File: config.mk
export PLATFORM = sky130hd
export DESIGN_NAME = coremod_ctrl
export DESIGN_NICKNAME = d
export VERILOG_FILES = /design/src/rtl/coremod_ctrl_pkg.sv /design/src/rtl/coremod_refcnt.sv /design/src/rtl/coremod_spd.sv /design/src/rtl/coremod_intc.sv /design/src/rtl/coremod_ctrl.sv
export SDC_FILE = /design/constraint.sdc
export NUM_CORES = 1
export LEC_CHECK = 0
export CAP_MARGIN = 20
export CORE_MARGIN = 8
export CORE_UTILIZATION = 35
export CTS_BUF_LIST = sky130_fd_sc_hd__clkbuf_8
export CTS_CLUSTER_SIZE = 25
export DETAILED_ROUTE_END_ITERATION = 16
export PLACE_DENSITY = 0.54
export SLEW_MARGIN = 20
export SYNTH_ARGS = -nofsm -noshare
export SYNTH_HDL_FRONTEND = slang
export SYNTH_HIERARCHICAL = 1
export SYNTH_SLANG_ARGS = --single-unit
File: constraint.sdc
create_clock -name clk -period 2.35 [get_ports clk]
set_input_delay 0.3525 -clock clk [delete_from_list [all_inputs] [get_ports clk]]
set_output_delay 0.3525 -clock clk [all_outputs]
set_load 0.005 [all_outputs]
File: src/rtl/coremod_ctrl_pkg.sv
package coremod_ctrl_pkg;

    localparam int IDX_W  = 7;
    localparam int DATA_W = 32;

    localparam logic [IDX_W-1:0] IX_ID      = 7'd0;
    localparam logic [IDX_W-1:0] IX_OSC     = 7'd2;
    localparam logic [IDX_W-1:0] IX_CTRL    = 7'd3;
    localparam logic [IDX_W-1:0] IX_STAT    = 7'd4;
    localparam logic [IDX_W-1:0] IX_LOCK    = 7'd5;
    localparam logic [IDX_W-1:0] IX_AUX     = 7'd7;
    localparam logic [IDX_W-1:0] IX_SDRAM   = 7'd8;
    localparam logic [IDX_W-1:0] IX_INIT    = 7'd9;
    localparam logic [IDX_W-1:0] IX_REF     = 7'd10;
    localparam logic [IDX_W-1:0] IX_FLG     = 7'd12;
    localparam logic [IDX_W-1:0] IX_FLGCLR  = 7'd13;
    localparam logic [IDX_W-1:0] IX_NVF     = 7'd14;
    localparam logic [IDX_W-1:0] IX_NVFCLR  = 7'd15;
    localparam logic [IDX_W-1:0] IX_IRQ_ST  = 7'd16;
    localparam logic [IDX_W-1:0] IX_IRQ_RAW = 7'd17;
    localparam logic [IDX_W-1:0] IX_IRQ_ENS = 7'd18;
    localparam logic [IDX_W-1:0] IX_IRQ_ENC = 7'd19;
    localparam logic [IDX_W-1:0] IX_SWI_SET = 7'd20;
    localparam logic [IDX_W-1:0] IX_SWI_CLR = 7'd21;
    localparam logic [IDX_W-1:0] IX_FIQ_ST  = 7'd24;
    localparam logic [IDX_W-1:0] IX_FIQ_RAW = 7'd25;
    localparam logic [IDX_W-1:0] IX_FIQ_ENS = 7'd26;
    localparam logic [IDX_W-1:0] IX_FIQ_ENC = 7'd27;

    localparam logic [DATA_W-1:0] ID_WORD   = 32'h411A3001;
    localparam logic [DATA_W-1:0] STAT_WORD = 32'h00100000;

    typedef struct packed {
        logic [DATA_W-1:0] osc;
        logic [DATA_W-1:0] aux;
        logic              led;
        logic              remap;
        logic              rst_req;
        logic [15:0]       lock;
        logic [DATA_W-1:0] sdram;
        logic [DATA_W-1:0] init;
        logic [DATA_W-1:0] flags;
        logic [DATA_W-1:0] nvflags;
    } cm_regs_t;

    typedef struct packed {
        logic              swi;
        logic [DATA_W-1:0] irq_en;
        logic [DATA_W-1:0] fiq_en;
    } cm_int_t;

    function automatic logic [DATA_W-1:0] size_code(int unsigned mb);
        if (mb >= 256)      return 32'h10;
        else if (mb >= 128) return 32'h0C;
        else if (mb >= 64)  return 32'h08;
        else if (mb >= 32)  return 32'h04;
        else                return 32'h00;
    endfunction

    function automatic logic [7:0] density(int unsigned mb);
        if (mb >= 256)      return 8'd64;
        else if (mb >= 128) return 8'd32;
        else if (mb >= 64)  return 8'd16;
        else if (mb >= 32)  return 8'd4;
        else                return 8'd2;
    endfunction

    function automatic logic [7:0] spd_byte(int unsigned ent, int unsigned mb);
        logic [79:0] tag;
        tag = "CORE-SDRAM";
        if (ent == 64)
            return density(mb);
        else if (ent >= 73 && ent <= 82)
            return tag[79 - 8*(ent-73) -: 8];
        else
            return 8'h00;
    endfunction

endpackage

File: src/rtl/coremod_refcnt.sv
module coremod_refcnt #(
    parameter int REF_DIV = 1
) (
    input  logic        clk,
    input  logic        rst_n,
    output logic [31:0] count
);
    localparam int PW = (REF_DIV > 1) ? $clog2(REF_DIV) : 1;

    logic        tick;
    logic [31:0] cnt_d, cnt_q;

    generate
        if (REF_DIV <= 1) begin : g_every
            assign tick = 1'b1;
        end else begin : g_div
            logic [PW-1:0] pre_d, pre_q;
            always_comb begin
                tick  = (pre_q == PW'(REF_DIV-1));
                pre_d = tick ? '0 : pre_q + 1'b1;
            end
            always_ff @(posedge clk or negedge rst_n) begin
                if (!rst_n) pre_q <= '0;
                else        pre_q <= pre_d;
            end
        end
    endgenerate

    always_comb begin
        cnt_d = tick ? cnt_q + 32'd1 : cnt_q;
    end

    always_ff @(posedge clk or negedge rst_n) begin
        if (!rst_n) cnt_q <= '0;
        else        cnt_q <= cnt_d;
    end

    assign count = cnt_q;

    // a tick advances the count by exactly one
    assert_ref_step_R8: assert property (@(posedge clk) disable iff (!rst_n)
        tick |=> (cnt_q == $past(cnt_q) + 32'd1));

endmodule

File: src/rtl/coremod_spd.sv
module coremod_spd #(
    parameter int MEM_MB = 128
) (
    input  logic [coremod_ctrl_pkg::IDX_W-1:0] idx,
    output logic [7:0]                         data
);
    localparam int WIN = 32;
    localparam int BASE = 64;

    logic [7:0] rom [WIN];

    generate
        for (genvar g = 0; g < WIN; g++) begin : g_rom
            assign rom[g] = coremod_ctrl_pkg::spd_byte(BASE + g, MEM_MB);
        end
    endgenerate

    assign data = (idx[6] && !idx[5]) ? rom[idx[4:0]] : 8'h00;

endmodule

File: src/rtl/coremod_intc.sv
module coremod_intc
    import coremod_ctrl_pkg::*;
(
    input  logic              clk,
    input  logic              rst_n,
    input  logic              wr,
    input  logic [IDX_W-1:0]  idx,
    input  logic [DATA_W-1:0] wdata,
    output logic              level,
    output logic [DATA_W-1:0] irq_en,
    output logic [DATA_W-1:0] fiq_en,
    output logic              irq_o,
    output logic              fiq_o
);
    cm_int_t st_d, st_q;

    always_comb begin
        st_d = st_q;
        if (wr) begin
            case (idx)
                IX_IRQ_ENS: st_d.irq_en = st_q.irq_en | wdata;
                IX_IRQ_ENC: st_d.irq_en = st_q.irq_en & ~wdata;
                IX_FIQ_ENS: st_d.fiq_en = st_q.fiq_en | wdata;
                IX_FIQ_ENC: st_d.fiq_en = st_q.fiq_en & ~wdata;
                IX_SWI_SET: if (wdata[0]) st_d.swi = 1'b1;
                IX_SWI_CLR: if (wdata[0]) st_d.swi = 1'b0;
                default: ;
            endcase
        end
    end

    always_ff @(posedge clk or negedge rst_n) begin
        if (!rst_n) st_q <= '0;
        else        st_q <= st_d;
    end

    assign level  = st_q.swi;
    assign irq_en = st_q.irq_en;
    assign fiq_en = st_q.fiq_en;
    assign irq_o  = st_q.swi & st_q.irq_en[0];
    assign fiq_o  = st_q.swi & st_q.fiq_en[0];

    // a set write with bit 0 raises the level
    assert_swi_set_R10: assert property (@(posedge clk) disable iff (!rst_n)
        (wr && idx == IX_SWI_SET && wdata[0]) |=> st_q.swi);

    // no interrupt line without a raw level
    assert_line_needs_level_R10: assert property (@(posedge clk) disable iff (!rst_n)
        (irq_o || fiq_o) |-> level);

endmodule

File: src/rtl/coremod_ctrl.sv
module coremod_ctrl
    import coremod_ctrl_pkg::*;
#(
    parameter int          MEM_MB     = 128,
    parameter int          REF_DIV    = 1,
    parameter logic [15:0] UNLOCK_KEY = 16'hA05F
) (
    input  logic              clk,
    input  logic              rst_n,
    input  logic              bus_wr,
    input  logic [IDX_W-1:0]  bus_idx,
    input  logic [DATA_W-1:0] bus_wdata,
    output logic [DATA_W-1:0] bus_rdata,
    output logic              led_o,
    output logic              remap_o,
    output logic              rst_req_o,
    output logic              irq_o,
    output logic              fiq_o
);
    localparam cm_regs_t RST_VAL = '{
        osc:     32'h01000048,
        aux:     32'h0007FEFF,
        led:     1'b0,
        remap:   1'b0,
        rst_req: 1'b0,
        lock:    16'h0000,
        sdram:   32'h00011122 | size_code(MEM_MB),
        init:    32'h00000112,
        flags:   32'h0,
        nvflags: 32'h0
    };

    cm_regs_t          st_d, st_q;
    logic              key_ok;
    logic [DATA_W-1:0] refcnt;
    logic [7:0]        spd_data;
    logic              swi_level;
    logic [DATA_W-1:0] irq_en, fiq_en;

    coremod_refcnt #(.REF_DIV(REF_DIV)) u_refcnt (
        .clk   (clk),
        .rst_n (rst_n),
        .count (refcnt)
    );

    coremod_spd #(.MEM_MB(MEM_MB)) u_spd (
        .idx  (bus_idx),
        .data (spd_data)
    );

    coremod_intc u_intc (
        .clk    (clk),
        .rst_n  (rst_n),
        .wr     (bus_wr),
        .idx    (bus_idx),
        .wdata  (bus_wdata),
        .level  (swi_level),
        .irq_en (irq_en),
        .fiq_en (fiq_en),
        .irq_o  (irq_o),
        .fiq_o  (fiq_o)
    );

    assign key_ok = (st_q.lock == UNLOCK_KEY);

    always_comb begin
        st_d         = st_q;
        st_d.rst_req = 1'b0;
        if (bus_wr) begin
            case (bus_idx)
                IX_OSC:    if (key_ok) st_d.osc = bus_wdata;
                IX_AUX:    if (key_ok) st_d.aux = bus_wdata;
                IX_CTRL: begin
                    st_d.led     = bus_wdata[0];
                    st_d.remap   = bus_wdata[2];
                    st_d.rst_req = bus_wdata[3];
                end
                IX_LOCK:   st_d.lock    = bus_wdata[15:0];
                IX_SDRAM:  st_d.sdram   = bus_wdata;
                IX_INIT:   st_d.init    = bus_wdata;
                IX_FLG:    st_d.flags   = st_q.flags | bus_wdata;
                IX_FLGCLR: st_d.flags   = st_q.flags & ~bus_wdata;
                IX_NVF:    st_d.nvflags = st_q.nvflags | bus_wdata;
                IX_NVFCLR: st_d.nvflags = st_q.nvflags & ~bus_wdata;
                default: ;
            endcase
        end
    end

    always_ff @(posedge clk or negedge rst_n) begin
        if (!rst_n) st_q <= RST_VAL;
        else        st_q <= st_d;
    end

    always_comb begin
        bus_rdata = '0;
        if (bus_idx[6]) begin
            bus_rdata = {24'h0, spd_data};
        end else begin
            case (bus_idx)
                IX_ID:      bus_rdata = ID_WORD;
                IX_STAT:    bus_rdata = STAT_WORD;
                IX_OSC:     bus_rdata = st_q.osc;
                IX_AUX:     bus_rdata = st_q.aux;
                IX_CTRL:    bus_rdata = {29'h0, st_q.remap, 1'b0, st_q.led};
                IX_LOCK:    bus_rdata = {15'h0, key_ok, st_q.lock};
                IX_SDRAM:   bus_rdata = st_q.sdram;
                IX_INIT:    bus_rdata = st_q.init;
                IX_REF:     bus_rdata = refcnt;
                IX_FLG:     bus_rdata = st_q.flags;
                IX_NVF:     bus_rdata = st_q.nvflags;
                IX_IRQ_ST:  bus_rdata = {31'h0, swi_level & irq_en[0]};
                IX_FIQ_ST:  bus_rdata = {31'h0, swi_level & fiq_en[0]};
                IX_IRQ_RAW,
                IX_FIQ_RAW,
                IX_SWI_SET: bus_rdata = {31'h0, swi_level};
                IX_IRQ_ENS: bus_rdata = irq_en;
                IX_FIQ_ENS: bus_rdata = fiq_en;
                default:    bus_rdata = '0;
            endcase
        end
    end

    assign led_o     = st_q.led;
    assign remap_o   = st_q.remap;
    assign rst_req_o = st_q.rst_req;

    // the reset request never lasts two cycles
    assert_rst_pulse_R6: assert property (@(posedge clk) disable iff (!rst_n)
        rst_req_o |=> !rst_req_o);

    // without the key both oscillator words hold
    assert_osc_locked_R4: assert property (@(posedge clk) disable iff (!rst_n)
        !key_ok |=> ($stable(st_q.osc) && $stable(st_q.aux)));

    // control readback never shows the reset bit or bit 1
    assert_ctrl_bits_R5: assert property (@(posedge clk) disable iff (!rst_n)
        (bus_idx == IX_CTRL) |-> (bus_rdata[3] == 1'b0 && bus_rdata[1] == 1'b0));

    // a clear write leaves none of the written bits set
    assert_flag_clear_R7: assert property (@(posedge clk) disable iff (!rst_n)
        (bus_wr && bus_idx == IX_FLGCLR) |=> ((st_q.flags & $past(bus_wdata)) == '0));

    // the upper table window is empty
    assert_spd_upper_R9: assert property (@(posedge clk) disable iff (!rst_n)
        (bus_idx[6:5] == 2'b11) |-> (bus_rdata == '0));

endmodule

==> impl_metrics.ini <==
[cells_and_area]
fillers = 4044
final_cell_mix = dfrtp_1, buf_4, mux2_2, clkbuf_8
drive_gt1_frac = 0.4504
syn_to_final_growth_pct = 36.92
nets = 1733
diodes = 0
final_common_cell = dfrtp_1
layoutNonFillerInstCount = 2325

[power]
power.leakage_nw = 9.916
peakVddDrop_mv = 0.4262
powerDensity_nw_per_um2 = 603.9
finalPower_mw = 13.06

[synthesis]
synth_edf_count = 0
synthCells = 1364
synth.area.top_cells = dfrtp_1, mux2_2, dfstp_2
yosysWarnings = 6
synth_top_area_frac = 0.4387
postSynth.asyncResetShare = 1.000
syn_area_per_cell_um2 = 11.58
syn-num-nets = 1415
syn_area_um2 = 15800
ys.flop_type = dfrtp_1
synth-seq-cells = 308
synthDistinctLibCells = 78
yosysSeqAreaShare = 0.4903
synth_top_cell_by_area = dfrtp_1

[global_routing]
grt_use_total = 0.2271
grt_pass1_vias = 13950
gr-total-overflow = 0
grt_start_max_net_pins = 54
grt_antenna_before_repair = 1
grt_pass1_wl_mm = 91.20

[floorplanning]
die-height_um = 228.5
rows = 78
chipWidth_um = 228.5
core_um2 = 44990
initial_utilization = 0.3512
dieArea_um2 = 52190
ios = 79

[place]
post-place-cells = 2156
post-place-ws_ns = -1.286
gp_congestion = 0.8895
hpwlAfterDp_mm = 41.73
portBuffers = 78

[setup_path]
path_cells = or4bb_1 > nor4_4 > a221oi_4 > nand4_1 > buf_2
crit_path_max_fanout = 2
worstPathArrival_ns = 2.34
critical_path.max_stage_delay_ns = 0.54
cp.depth = 5
r2r_cells = 6
reg2reg_slack_ns = -0.05
crit_family = simple AND/OR/NAND/NOR gates
start_kind = flip-flop
required_ns = 2.00
slowest_stage = or4bb_1
critical_path_buf_inv_count = 1
path_class = flip-flop to output pin
r2r_end = st_q[197]
end_kind = output pin
reg2reg_from = st_q[133]

[timing]
slew_violations = 0
worstMarginPinSlew_ns = 0.6330
period_needed_ns = 2.694
fin_crit_sh = 1.146
final.setup.tns_ns = -3.992
hold_viol = 0
clock.fmax_mhz = 371.2
skew_ns = 0.02343
rsz0062_at_grt = yes
setup_violations = 51
relSlewSlack = 0.5767
worst_slack_ns = -0.3441

[status]
violations = setup timing
outcome = finished with violations

[worst_hold_path]
min_path_type = primary input to asynchronous set/reset pin

[job]
cap_violations = 0

[cts]
clock_path_buffers = 3
htree_num_levels = 2
cts.sinks = 308
path_clk_slew_ns = 0.06
clockRootBuffer = clkbuf_8
clk_latency_ns = 0.66
cts_tree = done
numCtsBuffers = 57

[detailed_routing]
viasPerCell = 5.855
wl_mm = 61.35
drc = 0
ant_nets = 0
drtPass1Iterations = 6
drt_iter0_markers = 1299
num_vias = 13610
wl_per_cell_um = 26.39
cells in the mapped netlist, drive strengths merged, types with 19 or more instances:
cell    instances
a31oi          71
nand3          43
nor3           21
nor4           19
a221oi         23
nand4          76
o21ai          29
clkbuf         65
dfstp          31
nor2           39
buf            61
mux2          228
xor2           21
a21oi          82
mux2i          24
a22oi          29
dfrtp         277
nand2          43
repair_timing:
item,4_1_cts,5_1_grt
cloned,1,3
pin swaps,73,57
hold buffers,1,0
buffers inserted,48,29
hold endpoints to repair,44,0
setup endpoints to repair,71,43
gates resized for setup,319,85
cell families after synthesis:
family,count (synthesis),share of synthesized area
AOI/OAI and AO/OA,314,0.1333
xor gates and xnor gates,31,0.01719
and+or+nand+nor,306,0.1185
buffers and inverters,141,0.04617
muxes,254,0.1872
DFF,308,0.4903
other,1,0.0002374
adders and majority gates,9,0.007128
worst max-delay path by stage:
| stage | start | to | slack [ns] |
|---|---|---|---|
| after floorplan | bus_idx[3] | bus_rdata[19] | -0.006 |
| after global placement | bus_idx[5] | bus_rdata[12] | -1.29 |
| after detailed placement | bus_idx[5] | bus_rdata[12] | -1.29 |
| after CTS | st_q[133] | bus_rdata[16] | -0.38 |
| after global routing | st_q[133] | bus_rdata[16] | -0.40 |
| final | st_q[133] | bus_rdata[16] | -0.34 |
metrics by stage:
stage	util	cell area, um2	hold WS [ns]
detailed placement	0.4209	18930	0.3343
global route	0.4808	21630	0.2543
CTS	0.4691	21110	0.2365
floorplan	-	15800	0.05691
finish	0.4808	21630	0.2474
global placement	0.4209	18930	0.3313
routing by layer:
| metal | vias up | GRT usage | routed length (um) |
|---|---|---|---|
| met2 | 570 | 0.3639 | 28640 |
| li1 | 5868 | - | - |
| met3 | 147 | 0.03537 | 3977 |
| met5 | - | 0 | 0 |
| met4 | 0 | 0.09404 | 2433 |
| met1 | 7028 | 0.3034 | 26300 |
cell type report:
cell class	count	area [um2]	area share
clock buffer	78	1074	0.04963
clock inverter	24	125.1	0.005784
inverter	15	60.06	0.002776
multi-input combinational	915	8090	0.3740
sequential	308	7750	0.3583
tap	600	750.7	0.03470
timing repair buffer	385	3782	0.1749
report_power, final:
part	leakage, nW	switching (mW)	total (mW)	internal, mW
Clock	0.692	2.37	5.40	3.03
Sequential	4.05	0.253	5.98	5.73
Combinational	5.18	0.910	1.68	0.772
Total	9.92	3.53	13.1	9.53
No activity file was read; power rests on OpenSTA's default activity.
